## src/rtl/slotirq_pkg.sv

```systemverilog
package slotirq_pkg;
  localparam int WORD_W      = 16;
  localparam int CTRL_W      = 8;
  localparam int LINES       = 2;
  // register byte addresses
  localparam int OFF_REV     = 'h00;
  localparam int OFF_CTRL0   = 'h02;
  localparam int OFF_RSTWORD = 'h0A;
  localparam int OFF_STATUS  = 'h0C;
  // control bit positions
  localparam int CB_EDGE     = 4;
  localparam int CB_ENABLE   = 6;
  // status bit positions
  localparam int ST_ERR_LSB  = 8;
  localparam int ST_TMO_LSB  = 12;
endpackage

```

## src/rtl/slotirq_regs.sv

```systemverilog
module slotirq_regs
  import slotirq_pkg::*;
#(
  parameter int NUM_SLOTS = 4,
  parameter int ADDR_W    = 8
) (
  input  logic                        clk,
  input  logic                        rst,
  input  logic                        wr_en,
  input  logic                        rd_en,
  input  logic [ADDR_W-1:0]           addr,
  input  logic [CTRL_W-1:0]           wdata,
  input  logic [WORD_W-1:0]           status_word,
  output logic [NUM_SLOTS*CTRL_W-1:0] ctrl_flat,
  output logic [WORD_W-1:0]           rdata,
  output logic                        status_wr
);
  localparam logic [ADDR_W-1:0] A_STATUS = ADDR_W'(OFF_STATUS);

  logic [WORD_W-1:0] rd_val;
  logic [NUM_SLOTS-1:0] ctrl_hit;

  assign status_wr = wr_en && (addr == A_STATUS);

  genvar s;
  generate
    for (s = 0; s < NUM_SLOTS; s++) begin : g_ctrl
      localparam logic [ADDR_W-1:0] A_CTRL = ADDR_W'(OFF_CTRL0 + 2 * s);
      logic [CTRL_W-1:0] ctrl_q;
      assign ctrl_hit[s] = (addr == A_CTRL);
      always_ff @(posedge clk) begin
        if (rst) begin
          ctrl_q <= '0;
        end else if (wr_en && ctrl_hit[s]) begin
          ctrl_q <= wdata;
        end
      end
      assign ctrl_flat[s*CTRL_W +: CTRL_W] = ctrl_q;
    end
  endgenerate

  // revision, reset word and unmapped addresses all read as zero
  always_comb begin
    rd_val = '0;
    if (addr == A_STATUS) begin
      rd_val = status_word;
    end
    for (int i = 0; i < NUM_SLOTS; i++) begin
      if (ctrl_hit[i]) begin
        rd_val = {{(WORD_W-CTRL_W){1'b0}}, ctrl_flat[i*CTRL_W +: CTRL_W]};
      end
    end
  end

  always_ff @(posedge clk) begin
    if (rst) begin
      rdata <= '0;
    end else begin
      rdata <= rd_en ? rd_val : '0;
    end
  end
endmodule

```

## src/rtl/slotirq_status.sv

```systemverilog
module slotirq_status #(
  parameter int NUM_SLOTS = 4
) (
  input  logic                   clk,
  input  logic                   rst,
  input  logic [2*NUM_SLOTS-1:0] req,
  input  logic [2*NUM_SLOTS-1:0] en_mask,
  input  logic [2*NUM_SLOTS-1:0] edge_mask,
  input  logic [NUM_SLOTS-1:0]   tmo_set,
  input  logic [NUM_SLOTS-1:0]   tmo_clr,
  output logic [2*NUM_SLOTS-1:0] int_q,
  output logic [NUM_SLOTS-1:0]   tmo_q,
  output logic                   host_irq
);
  logic [2*NUM_SLOTS-1:0] int_next;
  logic [2*NUM_SLOTS-1:0] rise;
  logic                   level_any;

  // enabled lines track their request; disabled lines freeze
  assign int_next  = (en_mask & req) | (~en_mask & int_q);
  assign rise      = en_mask & edge_mask & req & ~int_q;
  assign level_any = |(int_next & ~edge_mask);

  always_ff @(posedge clk) begin
    if (rst) begin
      int_q    <= '0;
      tmo_q    <= '0;
      host_irq <= 1'b0;
    end else begin
      int_q    <= int_next;
      tmo_q    <= (tmo_q & ~tmo_clr) | tmo_set;
      host_irq <= level_any ^ (|rise);
    end
  end
endmodule

```

## src/rtl/slotirq_strobe.sv

```systemverilog
module slotirq_strobe #(
  parameter int NUM_SLOTS = 4,
  parameter int SLOT_W    = 2,
  parameter int ACK_OFS_W = 6
) (
  input  logic                   clk,
  input  logic                   rst,
  input  logic [2*NUM_SLOTS-1:0] w1c_bits,
  input  logic [NUM_SLOTS-1:0]   present,
  input  logic                   ack_en,
  input  logic [SLOT_W-1:0]      ack_slot,
  input  logic [ACK_OFS_W-1:0]   ack_ofs,
  input  logic [2*NUM_SLOTS-1:0] int_status,
  input  logic [2*NUM_SLOTS-1:0] edge_mask,
  output logic [2*NUM_SLOTS-1:0] clr_q
);
  logic [2*NUM_SLOTS-1:0] hit;

  genvar i;
  generate
    for (i = 0; i < 2*NUM_SLOTS; i++) begin : g_line
      localparam int SL = i / 2;
      localparam int LN = i % 2;
      logic ack_sel;
      assign ack_sel = ack_en && (ack_slot == SLOT_W'(SL)) &&
                       (ack_ofs == ACK_OFS_W'(2 * LN));
      assign hit[i] = present[SL] &&
                      (w1c_bits[i] || (ack_sel && int_status[i] && !edge_mask[i]));
    end
  endgenerate

  always_ff @(posedge clk) begin
    if (rst) begin
      clr_q <= '0;
    end else begin
      clr_q <= hit;
    end
  end
endmodule

```

## src/rtl/slotirq_ctrl.sv

```systemverilog
module slotirq_ctrl
  import slotirq_pkg::*;
#(
  parameter int NUM_SLOTS = 4,
  parameter int ADDR_W    = 8,
  parameter int ACK_OFS_W = 6,
  localparam int NL       = 2 * NUM_SLOTS,
  localparam int SLOT_W   = (NUM_SLOTS > 1) ? $clog2(NUM_SLOTS) : 1
) (
  input  logic                 clk,
  input  logic                 rst,
  input  logic                 reg_wr_en,
  input  logic                 reg_rd_en,
  input  logic [ADDR_W-1:0]    reg_addr,
  input  logic [15:0]          reg_wdata,
  output logic [15:0]          reg_rdata,
  input  logic [NL-1:0]        slot_req,
  input  logic [NUM_SLOTS-1:0] slot_present,
  input  logic [NUM_SLOTS-1:0] tmo_evt,
  input  logic                 ack_rd_en,
  input  logic [SLOT_W-1:0]    ack_slot,
  input  logic [ACK_OFS_W-1:0] ack_ofs,
  output logic                 host_irq,
  output logic [NL-1:0]        req_clear
);
  logic [NUM_SLOTS*CTRL_W-1:0] ctrl_flat;
  logic [WORD_W-1:0]           status_word;
  logic                        status_wr;
  logic [NL-1:0]               en_mask, edge_mask, int_q;
  logic [NUM_SLOTS-1:0]        tmo_q;
  logic [WORD_W-1:0]           stat_wbits;
  logic                        unused_err_wr;

  assign stat_wbits    = status_wr ? reg_wdata : '0;
  assign unused_err_wr = ^stat_wbits[ST_TMO_LSB-1:NL];

  genvar i;
  generate
    for (i = 0; i < NL; i++) begin : g_mask
      assign en_mask[i]   = ctrl_flat[(i/2)*CTRL_W + CB_ENABLE + (i%2)];
      assign edge_mask[i] = ctrl_flat[(i/2)*CTRL_W + CB_EDGE + (i%2)];
    end
  endgenerate

  always_comb begin
    status_word = '0;
    status_word[NL-1:0] = int_q;
    status_word[ST_TMO_LSB +: NUM_SLOTS] = tmo_q;
  end

  slotirq_regs #(.NUM_SLOTS(NUM_SLOTS), .ADDR_W(ADDR_W)) u_regs (
    .clk(clk), .rst(rst), .wr_en(reg_wr_en), .rd_en(reg_rd_en),
    .addr(reg_addr), .wdata(reg_wdata[CTRL_W-1:0]),
    .status_word(status_word), .ctrl_flat(ctrl_flat),
    .rdata(reg_rdata), .status_wr(status_wr)
  );

  slotirq_status #(.NUM_SLOTS(NUM_SLOTS)) u_status (
    .clk(clk), .rst(rst), .req(slot_req), .en_mask(en_mask),
    .edge_mask(edge_mask), .tmo_set(tmo_evt),
    .tmo_clr(stat_wbits[ST_TMO_LSB +: NUM_SLOTS]),
    .int_q(int_q), .tmo_q(tmo_q), .host_irq(host_irq)
  );

  slotirq_strobe #(.NUM_SLOTS(NUM_SLOTS), .SLOT_W(SLOT_W), .ACK_OFS_W(ACK_OFS_W)) u_strobe (
    .clk(clk), .rst(rst), .w1c_bits(stat_wbits[NL-1:0]),
    .present(slot_present), .ack_en(ack_rd_en), .ack_slot(ack_slot),
    .ack_ofs(ack_ofs), .int_status(int_q), .edge_mask(edge_mask),
    .clr_q(req_clear)
  );
endmodule

```

## config.mk

```make
export PLATFORM = sky130hd
export DESIGN_NAME = slotirq_ctrl
export DESIGN_NICKNAME = d
export VERILOG_FILES = /design/src/rtl/slotirq_pkg.sv /design/src/rtl/slotirq_regs.sv /design/src/rtl/slotirq_status.sv /design/src/rtl/slotirq_strobe.sv /design/src/rtl/slotirq_ctrl.sv
export SDC_FILE = /design/constraint.sdc
export NUM_CORES = 1
export LEC_CHECK = 0
export BUFFER_PORTS_ARGS = -buffer_cell sky130_fd_sc_hd__buf_4
export CAP_MARGIN = 40
export CORE_MARGIN = 2
export CORE_UTILIZATION = 52
export CTS_CLUSTER_SIZE = 16
export DETAILED_ROUTE_END_ITERATION = 8
export PLACE_DENSITY = 0.87
export SLEW_MARGIN = 20
export SYNTH_ARGS = -nofsm -noshare
export SYNTH_HDL_FRONTEND = slang
export SYNTH_SLANG_ARGS = --single-unit
```

## constraint.sdc

```tcl
create_clock -name clk -period 2.25 [get_ports clk]
set_input_delay 0.3375 -clock clk [delete_from_list [all_inputs] [get_ports clk]]
set_output_delay 0.3375 -clock clk [all_outputs]
set_load 0.05 [all_outputs]
```

==> impl_summary.md, run 1 <==
Logic synthesis
The number of enable-type register cells in the synthesized netlist is 0. The post-synthesis instance total is between 300 and 400. The most common flop cell mapped by yosys is sky130_fd_sc_hd__dfxtp_1. After synthesis, the share of flip-flops with an asynchronous set or reset is 0%. The count of unique library cells instantiated by Yosys is 35.

Averaged over all synthesized cells, the footprint is between 9 and 10 µm². Yosys printed 0 warnings. After synthesis, flip-flops and latches occupy 45.0% of the total area. The largest total area in the synthesized netlist belongs to sky130_fd_sc_hd__dfxtp_1.

Ranked by total cell area, the synthesized netlist is headed by sky130_fd_sc_hd__dfxtp_1 (45%), sky130_fd_sc_hd__mux2i_1 (15%), sky130_fd_sc_hd__nor2_1 (6.9%). The proportion of netlist area held by the largest area contributor is a little under half. The post-synthesis cell area is 2890 µm².

The count of state elements after synthesis is 65.

STA
Clock skew on the completed layout was measured at 0.00335 ns. The shortest period the worst path allows is ~1.7 ns. The worst path uses about three quarters of the clock period. Summed over all failing endpoints, the final setup total negative slack is 0 ns.

The count of final max-slew check failures was 0. Setup repair after global routing left no endpoint under its margin. Timing would allow up to ~580 MHz. Hold is met by about 0.17 ns. The number of setup violations in the final report is 0.

At the pin with the least slew margin, the transition time is approximately 0.56 ns. The final hold violation count is 0. In this run the tightest slew margin relative to its limit is around 62%.

Layout
The post-route netlist has 26.8% of its cells at a drive strength greater than 1. The most common cell after layout, fill and taps aside is sky130_fd_sc_hd__buf_4. In the final layout, flip-flops and latches occupy 1300 µm². Once layout is done, the placed cells without fillers occupy 3690 µm². The multi-input combinational cell area is ~1500 µm². The final layout contains about 440 nets.

Cells fill ~68% of the core in the end. Counting the fill cells in the layout gives roughly 420. From synthesis to final layout, the design area changed by 27.8%. The number of antenna diodes is 0.

Leaving out fill and tap cells, the most frequent cells in the layout are sky130_fd_sc_hd__buf_4 (82), sky130_fd_sc_hd__dfxtp_1 (65), sky130_fd_sc_hd__nor2_1 (53).

Clock tree
The number of buffers added to fix hold violations after cts is 0. The number of gates given a new drive strength after cts is 0. The H-tree depth reported by CTS is 3. TritonCTS built the clock tree. The tree is rooted in a sky130_fd_sc_hd__clkbuf_8. The buffer depth of the longest clock path is 2.

The clock slew seen by the registers of the worst setup and hold paths is 0.07 ns. The later pin in the worst-skew pair is clocked with a latency of around 0.35 ns. Counting the buffers created by CTS gives 9. The number of clock sinks seen by CTS is 65. The number of setup buffers added after CTS is 0.

Power and ir drop
The internal portion of total power is 1.78 mW. VDD sags by at most between 0.3 and 0.4 mV. Net switching is 23.1% of the power. Sequential cells account for 50.2% of the total power. The clock power share is a little over two fifths. The power per unit of standard cell area is approximately 630 nW/µm². For this design the total switching power over the nets is 0.533 mW.

The combinational cell fraction of total power is 7.8%. Total power for the finished layout comes to between 2 and 2.5 mW. The leakage dissipation is roughly 1.6 nW.

Global routing
The total global routing track utilization is 26.8%. The global-route wire length before repair is ~12,000 µm. The via count of the first global-routing pass is ~2.6k. The number of antenna violations at the first check in global routing is 0. Entering global routing, the biggest net connects 47 pins. After global routing the overflow that remains totals 0.

Placement
The half-perimeter wire length after placement is roughly 5600 µm. At the end of routability-driven placement, the weighted congestion stood at about 0.87. Port buffering added a little under 70 buffers. Summing all placed instances gives a cell area of 3500 µm².

Die
The top-level port count is between 70 and 80. After floorplanning, the core was sized to cover between 5000 and 6000 µm². The floorplan has 27 rows. The starting density of the core is between 50 and 60%.

The floorplan step defined a die boundary enclosing roughly 6200 µm². The die is 78.5 µm wide. The vertical die dimension is approximately 80 µm.

Routing
After detailed routing, the average wire length per cell comes to 16.6 µm. The routed design has 7760 µm of wire. The residual DRC count is 0. The routed layout has about 2.7k vias.

Once detail routing completed, the nets flagged for antenna violations numbered 0. The first detailed-routing pass took 4 iterations. The detailed router finished its first iteration with 226 violations. The via-per-instance ratio is approximately 5.7.

Flow run
The max-capacitance violation count is 0.

Setup path
The kind of capture point of the worst setup path is a flop. The required time at the worst-slack endpoint is 2.51 ns. The classification of the worst setup path is in -> reg. The maximum net fanout on the critical path is 8.

The critical path arrival is around 2.0 ns. STA classifies the critical path startpoint as an input pin.

Hold path
The worst hold path belongs to the class in -> reg.

Status
The flow ran to the end, and the final reports show no timing, DRC or antenna violations.
==> sequential cells by signal (all words and copies together), names as in the netlist <==
signal / cells
u_regs.rdata: 12
u_strobe.clr_q: 8
u_regs.g_ctrl.ctrl_q: 32
u_status.tmo_q: 4
u_status.int_q: 8
u_status.host_irq: 1
==> per-stage QoR <==
step,setup WS [ns],instances
after floorplan,0.412,318
after global placement,0.231,451
after detailed placement,0.192,451
after CTS,0.530,467
after global routing,0.478,467
final,0.530,467
==> cell usage after synthesis (3+ instances only) <==
library cell / instances
sky130_fd_sc_hd__dfxtp_1: 65
sky130_fd_sc_hd__nor2_1: 53
sky130_fd_sc_hd__mux2i_1: 42
sky130_fd_sc_hd__nand2_1: 27
sky130_fd_sc_hd__a21oi_1: 23
sky130_fd_sc_hd__nand4b_1: 19
sky130_fd_sc_hd__clkbuf_1: 13
sky130_fd_sc_hd__o21ai_0: 8
sky130_fd_sc_hd__o31ai_2: 8
sky130_fd_sc_hd__nand2b_1: 6
sky130_fd_sc_hd__nor3b_1: 5
sky130_fd_sc_hd__a311oi_1: 4
sky130_fd_sc_hd__and2_1: 4
sky130_fd_sc_hd__buf_4: 4
sky130_fd_sc_hd__inv_1: 4
sky130_fd_sc_hd__o22ai_1: 4
sky130_fd_sc_hd__nor4_1: 3
==> cell families after synthesis <==
logic type / synth area share, %
flops: 45.0
compound gates: 11.7
mux: 14.6
buf+inv: 4.11
simple gates: 24.5
other cells: 0.130
==> layout make-up <==
cell class	instances	area share, %
Clock buffer	13	4.03
Tap cell	72	2.44
Multi-Input combinational cell	228	40.1
Inverter	4	0.407
Timing Repair Buffer	82	16.7
Sequential cell	65	35.3
Clock inverter	3	1.08
==> final timing paths <==
kind              slack [ns]           endpoint                        from  cells after the start
setup / recovery        0.53    u_regs.rdata[3]                 reg_addr[5]                      5
hold reg to reg         0.46    u_regs.rdata[1]  u_regs.g_ctrl[3].ctrl_q[1]                      2
setup reg to reg        0.83  u_status.host_irq  u_regs.g_ctrl[3].ctrl_q[6]                      4
hold / removal          0.17  u_status.tmo_q[1]               reg_wdata[13]                      2
==> layer usage <==
| layer | part of all wire, % | global-route usage, % | wire (µm) |
|---|---|---|---|
| met1 | 39 | 32.5 | 3010 |
| met2 | 49 | 43.3 | 3770 |
| met3 | 9.1 | 5.63 | 704 |
| met4 | 3.6 | 16.8 | 282 |
| met5 | 0 | 0 | 0 |
==> worst max-delay path: stages <==
cell	delay (ns)
sky130_fd_sc_hd__buf_4	0.11
sky130_fd_sc_hd__or4_4	0.55
sky130_fd_sc_hd__or4_1	0.51
sky130_fd_sc_hd__buf_4	0.21
sky130_fd_sc_hd__o31ai_2	0.26
==> power by group through the flow <==
stage | registers, mW | clock network, mW | logic [mW]
global route | 1.16 | 1.03 | 0.195
finish | 1.16 | 0.970 | 0.181
global placement | 1.19 | 0 | 0.175
detailed placement | 1.19 | 0 | 0.178
CTS | 1.16 | 0.979 | 0.179
floorplan | 1.19 | 0 | 0.0810
Power figures use the tool's default switching activity.
==> inputs of run 2 (changes only) <==
--- a/config.mk
+++ b/config.mk
@@ -5,6 +5,7 @@
 export SDC_FILE = /design/constraint.sdc
 export NUM_CORES = 1
 export LEC_CHECK = 0
+export ABC_AREA = 1
 export BUFFER_PORTS_ARGS = -buffer_cell sky130_fd_sc_hd__buf_4
 export CAP_MARGIN = 40
 export CORE_MARGIN = 2
==> constraint.sdc (replaced) <==
create_clock -name clk -period 1.7 [get_ports clk]
set_input_delay 0.255 -clock clk [delete_from_list [all_inputs] [get_ports clk]]
set_output_delay 0.255 -clock clk [all_outputs]
set_load 0.05 [all_outputs]
==> run 2 against run 1 <==
Setup slack worse by 0.15 ns. Synthesized area is 3.9% higher. Worst hold slack worse by 0.058 ns. Via count is 20% higher. Highest routed layer unchanged. Largest power group unchanged. Largest cell class unchanged. Critical path depth is 3 higher. Critical path type unchanged. Critical endpoint is now u_regs.g_ctrl[0].ctrl_q[4]. Register-to-register slack worse by 0.41 ns.
==> impl_summary.md, run 2 <==
Setup path
The minimum setup slack among reg-to-reg paths is 0.42 ns. STA classifies the critical path endpoint as a flop. In this run the worst path has a maximum fanout of 13. The critical path is of the in -> reg type.

STA puts the critical path data required time at about 1.9 ns. The critical path arrival is roughly 1.5 ns. The worst setup path is launched from an input pin.

Clock tree
The TritonCTS buffer count is 9. The cell sitting at the root of the clock tree is a sky130_fd_sc_hd__clkbuf_8. The H-tree was split into 3 levels. The clock net in this run drives a total of 65 sinks.

Buffers added to address setup during post-CTS repair amount to 0. Post-CTS repair changed the size of 0 cells. The number of buffers added to fix hold violations after cts is 0. TritonCTS built the clock tree. At the later pin of the worst-skew pair, clock insertion delay measures 0.34 ns.

The clock slew seen by the registers of the worst setup and hold paths is 0.07 ns. The buffer depth of the longest clock path is 2.

Flow run
The max-capacitance violation count is 0.

Placement
Before CTS, the worst setup slack after placement is approximately 0.09 ns. Buffers placed on the I/O ports in this run total 69. The last weighted congestion value of the routability-driven placer is around 0.94.

The post-placement cell count is ~570. The half-perimeter wire length after placement is roughly 6000 µm.

Die
The number of core rows is 27. The overall die area is between 6000 and 7000 µm². The placeable core region is between 5000 and 6000 µm². The vertical die dimension is roughly 80 µm. The top-level port count is 78.

The starting density of the core is 54.2%. From left edge to right edge, the die measures around 80 µm.

Global routing
The via count of the first global-routing pass is between 2k and 3k. The met2 track demand over resource in global routing is 46.3%. Global routing used roughly 28% of the available tracks across all layers.

The met3 track demand over resource is 9.62%. The global-route wire length before repair is between 10,000 and 15,000 µm. Entering global routing, the biggest net connects 34 pins. After global routing, the most crowded layer is met2. The final global-route overflow total is 0.

The global routing usage on met1 is a little over a third. The number of antenna violations at the first check in global routing is 0.

Logic synthesis
The proportion of netlist area held by the largest area contributor is approximately 43%. For this run, asynchronously set or reset flops after synthesis account for 0%. The most used standard cell by instance count after synthesis is sky130_fd_sc_hd__nand2_1. Counting flops and latches in the post-synthesis netlist gives 65. In this run, synthesis inferred 0 flip-flops with an integrated enable. The total of warnings raised by yosys is 0. The post-synthesis instance total is 433. The cell type with the largest total area after synthesis is sky130_fd_sc_hd__dfxtp_1.

The most common flop cell mapped by yosys is sky130_fd_sc_hd__dfxtp_1. After synthesis, the most frequently instantiated cells are sky130_fd_sc_hd__nand2_1 (101), sky130_fd_sc_hd__nor2_1 (77), sky130_fd_sc_hd__dfxtp_1 (65). Yosys attributes the largest share of cell area to sky130_fd_sc_hd__dfxtp_1 (43%), sky130_fd_sc_hd__nand2_1 (13%), sky130_fd_sc_hd__nor2_1 (9.6%). For this run, the register share of the synthesized area comes to between 40% and 50%. A synthesized cell averages approximately 7 µm². The count of unique library cells instantiated by Yosys is 25. The post-synthesis cell area is around 3000 µm².

Layout
Compared with the post-synthesis result, the final layout area differs by 25.6%. The final cell count without fillers is approximately 580. In the final layout, the registers with the most flip-flops are u_regs.g_ctrl.ctrl_q: 32 flops, u_regs.rdata: 12 flops.

The register with the most flip-flops in the layout has 32 of them. The top cell types in the final layout, fill and taps aside, are sky130_fd_sc_hd__nand2_1 (101), sky130_fd_sc_hd__nor2_1 (77), sky130_fd_sc_hd__buf_4 (76). The most common cell after layout, fill and taps aside is sky130_fd_sc_hd__nand2_1. The number of antenna diodes is 0. The top register by number of flip-flops is u_regs.g_ctrl.ctrl_q. For this run, the post-layout net count is 560. The fraction of final layout cells with drive strength greater than 1 is about a fifth.

Power and ir drop
The power per unit of standard cell area is roughly 820 nW/µm². The maximum resistive drop on vdd is approximately 0.63 mV. The post-route total power is 3.11 mW. For this design the static power due to leakage is around 1.7 nW.

STA
The tightest hold path in the finished design has a slack of 0.115 ns. Setup violations remaining at the end of the flow were counted as 0. Derived from the worst setup path, the maximum achievable clock frequency is 758 MHz. Adding up every negative setup slack in the final design gives 0 ns. Of the available clock period, the critical path in the final layout requires 77.6%. The count of final max-slew check failures is 0. The final worst clock skew is between 0.007 and 0.008 ns.

The routed design could run at a clock period as short as ~1.3 ns. Setup repair after global routing left no endpoint under its margin. The final hold violation count is 0. The worst path meets setup with 0.380 ns of slack.

Routing
The routed design has ~8600 µm of wire. In the final routed layout, each cell accounts on average for ~15 µm. The number of routed nets with antenna violations is 0. The via-per-instance ratio is about 5.5. The number of vias after detailed routing is around 3.2k.

The detailed-router iteration count before antenna repair is 5. The number of DRC markers after the initial detailed-route iteration is about 330. For this run, design rule violations remaining after detail routing come to 0.

Status
The flow ran to the end, and the final reports show no timing, DRC or antenna violations.

Hold path
The class of the tightest hold or removal check is in -> reg.
## run 2: cell types whose count changed after synthesis, sizes merged, moves of 10 or more
cell,before,now
inv,4,46
o21ai,8,32
clkbuf,13,3
nand3,0,24
nor2,53,83
nand2,27,103
nand4,2,19
mux2i,42,0
nand4b,19,0
## run 2: area by class of cell
class	instances	area [µm²]
clock inverter	3	40.0
tap	72	90.1
inverter	48	183
clock buffer	12	155
timing repair buffer	76	571
sequential	65	1300
fill	479	1770
multi-input combinational	307	1430
## run 2: path summary, 6_finish.rpt
| check | startpoint | endpoint | cells after the start |
|---|---|---|---|
| worst max-delay path | reg_addr[5] | u_regs.g_ctrl[0].ctrl_q[4] | 8 |
| worst min-delay path | tmo_evt[1] | u_status.tmo_q[1] | 3 |
| worst max register to register | u_status.int_q[2] | u_status.host_irq | 9 |
| worst min register to register | u_status.tmo_q[0] | u_regs.rdata[12] | 2 |
## run 2: logic make-up after synthesis
family,after synthesis,synth area share (%)
other cells,1,0.125
buf+inv,64,9.42
simple gates,234,34.7
flops,65,43.4
compound gates,69,12.4
## run 2: power breakdown
| part | leakage, nW | switching, mW | total (mW) | internal [mW] |
|---|---|---|---|---|
| Sequential | 0.525 | 0.00543 | 1.54 | 1.53 |
| Combinational | 1.07 | 0.155 | 0.260 | 0.106 |
| Clock | 0.102 | 0.565 | 1.31 | 0.745 |
| Total | 1.70 | 0.725 | 3.11 | 2.38 |
## run 2: per-layer routing
metal,vias to the layer above,wire length (µm)
met4,0,299
li1,1544,-
met3,38,831
met1,1426,3460
met5,-,0
met2,179,3980
## run 2: worst max-delay path, cell delays in order
cell	delay, ns
sky130_fd_sc_hd__buf_4	0.11
sky130_fd_sc_hd__inv_1	0.04
sky130_fd_sc_hd__nand2_1	0.12
sky130_fd_sc_hd__nor2_4	0.19
sky130_fd_sc_hd__buf_4	0.20
sky130_fd_sc_hd__nand3_2	0.24
sky130_fd_sc_hd__o21ai_0	0.31
sky130_fd_sc_hd__a21oi_1	0.08
## run 2: metrics by stage
step / instance area, µm² / utilization [%]
floorplan: 3010 / -
detailed placement: 3570 / 64.5
finish: 3770 / 68.0
global route: 3770 / 68.0
CTS: 3770 / 68.0
global placement: 3570 / 64.5
==> inputs of run 3 (changes only) <==
--- a/config.mk
+++ b/config.mk
@@ -5,14 +5,14 @@
 export SDC_FILE = /design/constraint.sdc
 export NUM_CORES = 1
 export LEC_CHECK = 0
-export ABC_AREA = 1
+export ABC_AREA = 0
 export BUFFER_PORTS_ARGS = -buffer_cell sky130_fd_sc_hd__buf_4
 export CAP_MARGIN = 40
 export CORE_MARGIN = 2
-export CORE_UTILIZATION = 52
+export CORE_UTILIZATION = 47
 export CTS_CLUSTER_SIZE = 16
 export DETAILED_ROUTE_END_ITERATION = 8
-export PLACE_DENSITY = 0.87
+export PLACE_DENSITY = 0.84
 export SLEW_MARGIN = 20
 export SYNTH_ARGS = -nofsm -noshare
 export SYNTH_HDL_FRONTEND = slang
==> constraint.sdc (replaced) <==
create_clock -name clk -period 1.1 [get_ports clk]
set_input_delay 0.165 -clock clk [delete_from_list [all_inputs] [get_ports clk]]
set_output_delay 0.165 -clock clk [all_outputs]
set_load 0.05 [all_outputs]
==> run 3 against run 2 <==
The flow now finishes with violations (setup timing). Total power rose by 56%. Via count down 8.2%. Sequential share of layout area decreased by 3.6 points. Final area up 12%. Routed wire length rose by 2.4%. Setup slack got worse by 0.62 ns. Register-to-register slack got worse by 0.66 ns. Largest cell class unchanged.
==> impl_summary.md, run 3 (synthesis results as in run 1) <==
Layout
Leaving out fill and tap cells, the most frequent cell in the layout is sky130_fd_sc_hd__buf_4. The register with the most flip-flops in the layout has 32 of them. With fillers left out, the area of the finished cells amounts to between 4000 and 5000 µm². More flip-flops sit in one register than any other, and that register is u_regs.g_ctrl.ctrl_q. The repair_antennas step left the layout with diodes totalling 0. In the layout the commonest cells are sky130_fd_sc_hd__buf_4 (115), sky130_fd_sc_hd__dfxtp_1 (61), sky130_fd_sc_hd__nor2_1 (53). The number of nets at the end of the flow is roughly 490. The area added between synthesis and finish is 46.3%. The post-route netlist has 40.6% of its cells at a drive strength greater than 1. Counting the fill cells in the layout gives approximately 420. In the final layout, the registers with the most flip-flops are u_regs.g_ctrl.ctrl_q: 32 flops, u_regs.rdata: 12 flops.

Flow run
Max-cap violations in this run came to 0.

Routing
The detailed-router iteration count before antenna repair is 6. The number of vias after detailed routing is 2,925. The detailed router finished its first iteration with 180 violations. Wires add up to a little under 9000 µm. The detail route stage leaves a number of antenna-violating nets equal to 0. In the final routed layout, each cell accounts on average for around 17 µm.

For this run, design rule violations remaining after detail routing come to 0. After detailed routing, the number of vias per cell comes to about 5.7.

Setup path
The cell family contributing the most delay on the critical path is multiplexers. On the critical path, the stage with the largest delay is an instance of sky130_fd_sc_hd__dfxtp_2. The buffering stage count on the worst path with inverters included is 0.

The classification of the worst setup path is reg -> reg. Traced cell by cell, the critical path runs through mux2i_2, o22ai_1, nor4_2, mux2i_1. The critical path arrival is 1.62 ns. For this run, the slowest stage of the critical path takes roughly 0.35 ns. The required time at the worst-slack endpoint is 1.38 ns. The kind of capture point of the worst setup path is a flop. The maximum net fanout on the critical path is 2. STA classifies the critical path startpoint as a flop.

Power and ir drop
The power per unit of standard cell area is 1140 nW/µm². The leakage dissipation is around 1.9 nW. Across the VDD grid, the largest voltage drop is between 0.8 and 0.9 mV. The post-route total power is around 4.8 mW.

Global routing
The number of antenna violations at the first check in global routing is 0. Across every metal layer, demand over resource in global routing totals 27.0%. The via count of the first global-routing pass is ~2.8k. The maximum number of pins on one net before global-route repair is 26. Global routing finished with a remaining overflow of 0. The first global-routing pass estimated about 13,000 µm of wire.

STA
The count of final max-slew check failures is 0. In the finished design, the share of the clock period the worst path needs comes to 121%. The worst path setup slack after routing is -0.236 ns. The smallest clock period supported by the final layout is computed as ~1.3 ns.

Between clock sinks in the finished design, the worst skew comes to 0.00692 ns. Setup violations remaining at the end of the flow were counted as between 40 and 50. Hold is met by 0.0155 ns. The final hold violation count is 0. The accumulated negative setup slack is -3.06 ns. Setup repair after global routing could not meet its margin everywhere. Timing would allow up to between 700 and 800 MHz.

Die
The placeable core region is approximately 5900 µm². The starting density of the core is about half. The top-level port count is 78.

In this run the core area contains 28 standard-cell rows. From bottom edge to top edge, the die measures 82.4 µm. The floorplan step defined a die boundary enclosing slightly below 7000 µm². The overall die width is 82.4 µm.

Status
The run finished, with violations left. The final reports fail on setup timing.

Clock tree
The clock insertion delay at the later pin of the skew report is roughly 0.35 ns. After clock tree synthesis, the clock-pin slew on the worst setup and hold paths is around 0.070 ns. The TritonCTS buffer count is 9. The TritonCTS clock tree is built. In this run the number of H-tree levels came out at 3. The buffer depth of the longest clock path is 2.

The cell sitting at the root of the clock tree is a sky130_fd_sc_hd__clkbuf_8. The number of clock sinks seen by CTS is 65.

Placement
The number of buffers inserted by port buffering is 69. The last weighted congestion value of the routability-driven placer is 0.903. Once placement finished, the instance area stood at about 3900 µm². Detailed placement ended at an HPWL of around 6200 µm.

Hold path
The class of the tightest hold or removal check is in -> reg.
-- run 3: cell types whose count changed in the layout (fill, tap and decap cells not counted), moves of 20 or more --
cell / delta
sky130_fd_sc_hd__buf_4: +39
sky130_fd_sc_hd__inv_1: -39
sky130_fd_sc_hd__mux2i_1: +37
sky130_fd_sc_hd__nand2_1: -79
sky130_fd_sc_hd__nand3_1: -20
sky130_fd_sc_hd__nor2_1: -24
sky130_fd_sc_hd__o21ai_0: -24
-- run 3: worst paths after layout --
path / from / end / slack (ns) / cells after the start
worst max-delay path: u_regs.g_ctrl[3].ctrl_q[7] / u_status.host_irq / -0.24 / 4
worst max register to register: u_regs.g_ctrl[3].ctrl_q[7] / u_status.host_irq / -0.24 / 4
worst min register to register: u_regs.g_ctrl[3].ctrl_q[1] / u_regs.rdata[1] / 0.47 / 2
worst min-delay path: reg_wdata[14] / u_status.tmo_q[2] / 0.02 / 2
-- run 3: layout make-up --
class | count | area (µm²) | share of cell area (%)
sequential | 65 | 1310 | 30.9
clock buffer | 13 | 149 | 3.52
inverter | 4 | 15.0 | 0.355
clock inverter | 3 | 40.0 | 0.947
tap | 75 | 93.8 | 2.22
timing repair buffer | 128 | 1020 | 24.1
multi-input combinational | 228 | 1600 | 38.0
-- run 3: per-stage QoR --
stage,worst slack [ns],utilization (%),instances
finish,-0.236,71.4,516
CTS,-0.235,70.9,516
global placement,-0.641,65.7,496
detailed placement,-0.683,65.7,496
floorplan,-0.517,-,318
global route,-0.330,71.4,516
-- run 3: where the power goes --
group | internal (mW) | switching, mW
sequential | 2.37 | 0.00632
clock | 1.10 | 0.909
combinational | 0.213 | 0.240
total | 3.68 | 1.15
-- run 3: per-layer routing --
layer / vias up / global-route usage, % / part of all wire (%)
li1: 1349 / - / -
met1: 1418 / 32.9 / 41
met2: 145 / 45.2 / 48
met3: 13 / 6.20 / 9.2
met4: 0 / 12.5 / 1.8
met5: - / 0 / 0
-- run 3: repair_timing --
action                     in CTS  in global routing
pin swaps                      15                 10
hold buffers                    0                  0
resized for setup              23                  8
setup endpoints to repair      57                 52
buffers inserted                4                  0
hold endpoints to repair        0                  0
-- run 3: worst register-to-register path: stages, from the launching register on --
cell and delay [ns]:
sky130_fd_sc_hd__dfxtp_2 0.35, sky130_fd_sc_hd__mux2i_2 0.24, sky130_fd_sc_hd__o22ai_1 0.13, sky130_fd_sc_hd__nor4_2 0.31
sky130_fd_sc_hd__mux2i_1 0.23
